$ cat src/rtl/spi_burst_pkg.sv
package spi_burst_pkg;
  typedef enum logic [3:0] {
    ST_IDLE, ST_FETCH, ST_SETUP, ST_LOW, ST_HIGH,
    ST_PUSH, ST_TAIL, ST_GAP1, ST_GAP2
  } eng_state_t;
endpackage

$ cat src/rtl/spi_half_tick.sv
// Free-running half-period timer; restarts whenever disabled.
module spi_half_tick #(
  parameter int unsigned HALF_DIV = 4
) (
  input  logic clk,
  input  logic rst,
  input  logic en,
  output logic tick
);
  localparam int unsigned CW = (HALF_DIV > 1) ? $clog2(HALF_DIV) : 1;
  logic [CW-1:0] cnt;

  assign tick = en && (cnt == CW'(HALF_DIV - 1));

  always_ff @(posedge clk) begin
    if (rst || !en || tick) cnt <= '0;
    else                    cnt <= cnt + CW'(1);
  end
endmodule

$ cat src/rtl/spi_word_shifter.sv
// Left-aligns the valid field of a TX word and collects RX bits from the LSB.
module spi_word_shifter #(
  parameter int unsigned WORD_W = 32,
  parameter int unsigned CNT_W  = 6
) (
  input  logic              clk,
  input  logic              rst,
  input  logic              load,
  input  logic [WORD_W-1:0] load_word,
  input  logic [CNT_W-1:0]  load_bits,
  input  logic              shift,
  input  logic              sample,
  input  logic              miso_in,
  output logic              mosi_bit,
  output logic [WORD_W-1:0] rx_word
);
  logic [WORD_W-1:0] tx_sh;
  logic [WORD_W-1:0] rx_sh;
  logic [CNT_W-1:0]  lsh;

  assign lsh      = CNT_W'(WORD_W) - load_bits;
  assign mosi_bit = tx_sh[WORD_W-1];
  assign rx_word  = rx_sh;

  always_ff @(posedge clk) begin
    if (rst) begin
      tx_sh <= '0;
      rx_sh <= '0;
    end else begin
      if (load)       tx_sh <= load_word << lsh;
      else if (shift) tx_sh <= tx_sh << 1;
      if (load)        rx_sh <= '0;
      else if (sample) rx_sh <= {rx_sh[WORD_W-2:0], miso_in};
    end
  end
endmodule

$ cat src/rtl/spi_burst_engine.sv
module spi_burst_engine
  import spi_burst_pkg::*;
#(
  parameter int unsigned WORD_W   = 32,
  parameter int unsigned LEN_W    = 12,
  parameter int unsigned REP_W    = 8,
  parameter int unsigned HALF_DIV = 4
) (
  input  logic              clk,
  input  logic              rst,
  input  logic              start,
  input  logic [LEN_W-1:0]  burst_len_m1,
  input  logic [REP_W-1:0]  repeat_cnt,
  output logic              busy,
  output logic              done,
  input  logic [WORD_W-1:0] tx_data,
  input  logic              tx_valid,
  output logic              tx_ready,
  output logic [WORD_W-1:0] rx_data,
  output logic              rx_valid,
  input  logic              rx_full,
  output logic              sclk,
  output logic              mosi,
  input  logic              miso,
  output logic              cs_n
);
  localparam int unsigned CNT_W = $clog2(WORD_W) + 1;
  localparam int unsigned BIT_W = LEN_W + 1;

  eng_state_t        state;
  logic [LEN_W-1:0]  len_q;
  logic [REP_W-1:0]  reps_left;
  logic [BIT_W-1:0]  bits_left;
  logic [CNT_W-1:0]  next_bits;
  logic [CNT_W-1:0]  wleft;
  logic              tick, tick_en;
  logic              sh_load, sh_shift, sh_sample;
  logic [WORD_W-1:0] rx_word;

  // Bits carried by the first word of a burst: remainder, or a full word.
  function automatic logic [CNT_W-1:0] first_bits(input logic [LEN_W-1:0] l);
    return CNT_W'(l % LEN_W'(WORD_W)) + CNT_W'(1);
  endfunction

  assign tx_ready  = (state == ST_FETCH);
  assign sh_load   = (state == ST_FETCH) && tx_valid;
  assign sh_sample = (state == ST_LOW)  && tick;
  assign sh_shift  = (state == ST_HIGH) && tick;
  assign tick_en   = (state == ST_SETUP) || (state == ST_LOW) || (state == ST_HIGH) ||
                     (state == ST_TAIL)  || (state == ST_GAP1) || (state == ST_GAP2);

  spi_half_tick #(.HALF_DIV(HALF_DIV)) u_tick (
    .clk (clk), .rst (rst), .en (tick_en), .tick (tick)
  );

  spi_word_shifter #(.WORD_W(WORD_W), .CNT_W(CNT_W)) u_shift (
    .clk       (clk),
    .rst       (rst),
    .load      (sh_load),
    .load_word (tx_data),
    .load_bits (next_bits),
    .shift     (sh_shift),
    .sample    (sh_sample),
    .miso_in   (miso),
    .mosi_bit  (mosi),
    .rx_word   (rx_word)
  );

  always_ff @(posedge clk) begin
    if (rst) begin
      state     <= ST_IDLE;
      len_q     <= '0;
      reps_left <= '0;
      bits_left <= '0;
      next_bits <= '0;
      wleft     <= '0;
      busy      <= 1'b0;
      done      <= 1'b0;
      rx_valid  <= 1'b0;
      rx_data   <= '0;
      sclk      <= 1'b0;
      cs_n      <= 1'b1;
    end else begin
      done     <= 1'b0;
      rx_valid <= 1'b0;
      unique case (state)
        ST_IDLE: if (start) begin
          busy      <= 1'b1;
          len_q     <= burst_len_m1;
          reps_left <= repeat_cnt;
          bits_left <= BIT_W'(burst_len_m1) + BIT_W'(1);
          next_bits <= first_bits(burst_len_m1);
          state     <= ST_FETCH;
        end
        ST_FETCH: if (tx_valid) begin
          wleft <= next_bits;
          if (cs_n) begin
            cs_n  <= 1'b0;
            state <= ST_SETUP;
          end else begin
            state <= ST_LOW;
          end
        end
        ST_SETUP: if (tick) state <= ST_LOW;
        ST_LOW: if (tick) begin
          sclk  <= 1'b1;
          state <= ST_HIGH;
        end
        ST_HIGH: if (tick) begin
          sclk      <= 1'b0;
          wleft     <= wleft - CNT_W'(1);
          bits_left <= bits_left - BIT_W'(1);
          state     <= (wleft == CNT_W'(1)) ? ST_PUSH : ST_LOW;
        end
        ST_PUSH: if (!rx_full) begin
          rx_valid <= 1'b1;
          rx_data  <= rx_word;
          if (bits_left == '0) begin
            state <= ST_TAIL;
          end else begin
            next_bits <= CNT_W'(WORD_W);
            state     <= ST_FETCH;
          end
        end
        ST_TAIL: if (tick) begin
          cs_n <= 1'b1;
          if (reps_left == '0) begin
            done  <= 1'b1;
            busy  <= 1'b0;
            state <= ST_IDLE;
          end else begin
            reps_left <= reps_left - REP_W'(1);
            state     <= ST_GAP1;
          end
        end
        ST_GAP1: if (tick) state <= ST_GAP2;
        ST_GAP2: if (tick) begin
          bits_left <= BIT_W'(len_q) + BIT_W'(1);
          next_bits <= first_bits(len_q);
          state     <= ST_FETCH;
        end
        default: state <= ST_IDLE;
      endcase
    end
  end
endmodule

$ cat config.mk
export PLATFORM = sky130hd
export DESIGN_NAME = spi_burst_engine
export DESIGN_NICKNAME = d
export VERILOG_FILES = /design/src/rtl/spi_burst_pkg.sv /design/src/rtl/spi_half_tick.sv /design/src/rtl/spi_word_shifter.sv /design/src/rtl/spi_burst_engine.sv
export SDC_FILE = /design/constraint.sdc
export NUM_CORES = 1
export LEC_CHECK = 0
export ABC_AREA = 1
export BUFFER_PORTS_ARGS = -buffer_cell sky130_fd_sc_hd__clkbuf_2
export CAP_MARGIN = 25
export CORE_ASPECT_RATIO = 1.4
export CORE_UTILIZATION = 45
export CTS_CLUSTER_SIZE = 10
export DETAILED_ROUTE_END_ITERATION = 10
export GPL_ROUTABILITY_DRIVEN = 0
export GPL_TIMING_DRIVEN = 0
export PLACE_DENSITY_LB_ADDON = 0.08
export SLEW_MARGIN = 20
export SYNTH_ARGS = -nofsm -noshare
export SYNTH_HDL_FRONTEND = slang
export SYNTH_SLANG_ARGS = --single-unit
$ cat constraint.sdc
create_clock -name clk -period 4.9 [get_ports clk]
set_input_delay 0.735 -clock clk [delete_from_list [all_inputs] [get_ports clk]]
set_output_delay 0.735 -clock clk [all_outputs]
set_load 0.02 [all_outputs]
==> metrics.log <==
[metrics] startpoint class of the critical path: flop
[metrics] Ports: 97
[metrics] maximum clock frequency: 331 MHz
[metrics] setup TNS: 0 ns
[metrics] main flop type after synthesis: dfxtp_1
[metrics] worst skew pair latency: 0.43 ns
[metrics] drt initial violations: 642
[metrics] Yosys top cell area share: 0.351
[metrics] cell type contributing the most total cell area after synthesis: dfxtp_1
[metrics] sequential share of the synthesized area: 0.351
[metrics] number of gates resized after CTS: 0
[metrics] antenna violations before repair: 0
[metrics] Synth Net Count: 1,410
[metrics] synthesized area divided by synthesized cell count: 6.46 um2
[metrics] power density over the cells: 571 nW/um2
[metrics] transition time at the pin with the least slew margin: 0.724 ns
[metrics] Worst Path Max Fanout: 10
[metrics] static leakage power: 4.39 nW
[metrics] register share of total power: 0.270
[metrics] hold bufs inserted after CTS: 0
[metrics] clock share of power: 0.246
[metrics] antenna violation net count after detailed routing: 0
[metrics] Die Outline Area: 19,800 um2
[metrics] Detail Placement HPWL: 20.9 mm
[metrics] most frequent standard cell in the layout excluding fill and tap cells: nand2_1
[metrics] number of synthesized flops with an enable pin: 0
[metrics] effective utilization at floorplan: 0.463
[metrics] sort of element at the end of the critical path: flop
[metrics] first-pass iteration count of the detailed router: 7
[metrics] wire length of the first global-routing pass: 43.6 mm
[metrics] total congestion overflow after global routing: 0
[metrics] Clock Tree Root: clkbuf_16
[metrics] Fin Clk Skew: 0.0134 ns
[metrics] data required time at the worst endpoint: 5.22 ns
[metrics] final-report hold violation count: 0
[metrics] unique cell type count in the Yosys netlist: 44
[metrics] via count of the routed design: 9,338
[metrics] total number of placement rows: 59
[metrics] status: finished, final reports clean
[metrics] internal power consumption: 3.16 mW
[metrics] via count of the first global-routing pass: 8,885
[metrics] number of violations of the max-capacitance limit: 0
[metrics] Setup CP Type: flop to flop
[metrics] min-delay worst type: flop to flop
[metrics] Setup-failing EPs final: 0
[metrics] total detailed-routing wirelength: 26.7 mm
[metrics] share of async-settable or async-resettable flops after synthesis: 0
[metrics] core area: 18,800 um2
[metrics] final number of max-transition violations: 0
[metrics] biggest area contributors in the synthesized netlist: dfxtp_1 (35%), nand3_1 (16%), nand2_1 (14%), a21oi_1 (7.2%), o21ai_0 (4.5%)
[metrics] die boundary height: 166 um
[metrics] Setup Buffers After CTS: 0
[metrics] commonest non-fill, non-tap cells in the layout: nand2_1 (328), nand3_1 (282), dfxtp_1 (152)
[metrics] clk slew on worst S/H paths: 0.06 ns
[metrics] Max IR drop VDD: 0.219 mV
[metrics] count of port buffers added during placement: 95
[metrics] number of nets in the final layout: 1,524
[metrics] final critical delay including setup and external delays: 3.02 ns
[metrics] CP arrival: 3.34 ns
[metrics] ratio of cells with drive above 1 in the final layout: 0.134
[metrics] layout overhead on the synthesized area: 16.3%
[metrics] Total Routing Usage GR: 0.275
[metrics] horizontal die dimension: 119 um
[metrics] Pwr Total: 5.76 mW
[metrics] number of CTS-inserted buffers: 17
[metrics] Final Cycle Share: 0.617
[metrics] largest net degree at the start of global routing: 17
[metrics] post-detailed-route DRC marker count: 0
[metrics] htree depth: 4
[metrics] routed len/inst: 15.6 um
[metrics] Post-Synthesis Cell Area: 8680 um2
[metrics] sw frac: 0.452
[metrics] CTS tree: done
[metrics] number of cells produced by synthesis: 1,344
[metrics] RSZ-0062 raised after global routing: no
[metrics] count of fill cells added during filler insertion: 1,940
[metrics] relative max-transition margin: 0.518
[metrics] Seq cells post-synth: 152
[metrics] antenna diode instance count: 0
[metrics] Comb power frac: 0.484
[metrics] synth warn: 0
[metrics] CTS Buffer Depth: 2
[metrics] count of clock tree sinks: 152
[metrics] total net switching power: 2.60 mW
[metrics] Avg Vias per Cell: 5.45
-- per-stage QoR --
stage / utilization / hold slack (ns) / instances / worst slack [ns] / cell area (um2)
after CTS: 0.538 / 0.425 / 1714 / 1.92 / 10100
after global routing: 0.538 / 0.447 / 1714 / 1.51 / 10100
final: 0.538 / 0.421 / 1714 / 1.88 / 10100
after global placement: 0.504 / 0.407 / 1683 / 1.93 / 9460
after floorplan: - / 0.398 / 1344 / 2.63 / 8680
after detailed placement: 0.504 / 0.416 / 1683 / 1.94 / 9460
-- synth_stat cells, types with 7 or more instances --
cell type,number
a22oi_1,7
a21oi_1,125
o21ai_1,10
nor2_1,73
buf_2,19
nand4_1,13
inv_2,9
inv_1,94
ha_1,8
clkbuf_1,44
dfxtp_1,152
nand2_1,328
nand3_1,282
o211ai_1,12
o21ai_0,78
nor2_2,8
-- worst max-delay path, cell delays in order, from the launching register on --
cell and delay [ns]:
dfxtp_1 0.29, buf_2 0.16, inv_2 0.16, buf_1 0.38, ha_1 0.36, inv_1 0.13, clkbuf_1 0.39, nand3_1 0.29
nand2_1 0.12, nand2_1 0.05, o21ai_0 0.11, nand2_1 0.11, nand3_1 0.15, nand3_1 0.09, o211ai_1 0.08, inv_1 0.05
-- cells by family (layout without fill, tap and decap cells) --
family          after synthesis  after routing  share of synthesized area
compound gates              255            255                      0.159
xor+xnor                      8              8                    0.00894
fa+ha+maj                     8              8                     0.0115
simple gates                736            736                      0.381
flops                       152            152                      0.351
buf+inv                     185            311                     0.0885
-- state kept, by name, summed over array words and instances (netlist names) --
| name | flops |
|---|---|
| bits_left | 13 |
| busy | 1 |
| cs_n | 1 |
| done | 1 |
| len_q | 12 |
| next_bits | 6 |
| reps_left | 8 |
| rx_data | 32 |
| rx_valid | 1 |
| sclk | 1 |
| state | 4 |
| u_shift.rx_word | 32 |
| u_shift.tx_sh | 32 |
| u_tick.cnt | 2 |
| wleft | 6 |
-- worst paths after layout --
kind | slack (ns) | start | end | cells after the start
max | 1.88 | next_bits[0] | u_shift.tx_sh[29] | 15
min | 0.42 | u_tick.cnt[0] | u_tick.cnt[0] | 1
max reg2reg | 1.88 | next_bits[0] | u_shift.tx_sh[29] | 15
min reg2reg | 0.42 | u_tick.cnt[0] | u_tick.cnt[0] | 1
-- final cells by class --
type	instances	area, um2	share of cell area
buffer	79	370	0.0367
clock buffer	18	439	0.0435
clock inverter	13	191	0.0190
inverter	106	398	0.0394
multi-input combinational	1007	4870	0.482
sequential	152	3040	0.302
tap	244	305	0.0303
timing repair buffer	95	475	0.0471
-- per-layer routing --
layer / track usage / up-vias / part of all wire
li1: - / 4744 / -
met1: 0.300 / 4212 / 0.40
met2: 0.502 / 296 / 0.51
met3: 0.0429 / 86 / 0.043
met4: 0.154 / 0 / 0.049
met5: 0 / - / 0
-- power groups by stage --
stage / sequential, mW / clock, mW / combinational [mW]
finish: 1.56 / 1.41 / 2.79
floorplan: 1.55 / 0 / 2.04
global placement: 1.57 / 0 / 2.73
detailed placement: 1.58 / 0 / 2.73
CTS: 1.55 / 1.44 / 2.75
global route: 1.58 / 1.49 / 3.11
Power figures use the tool's default switching activity.
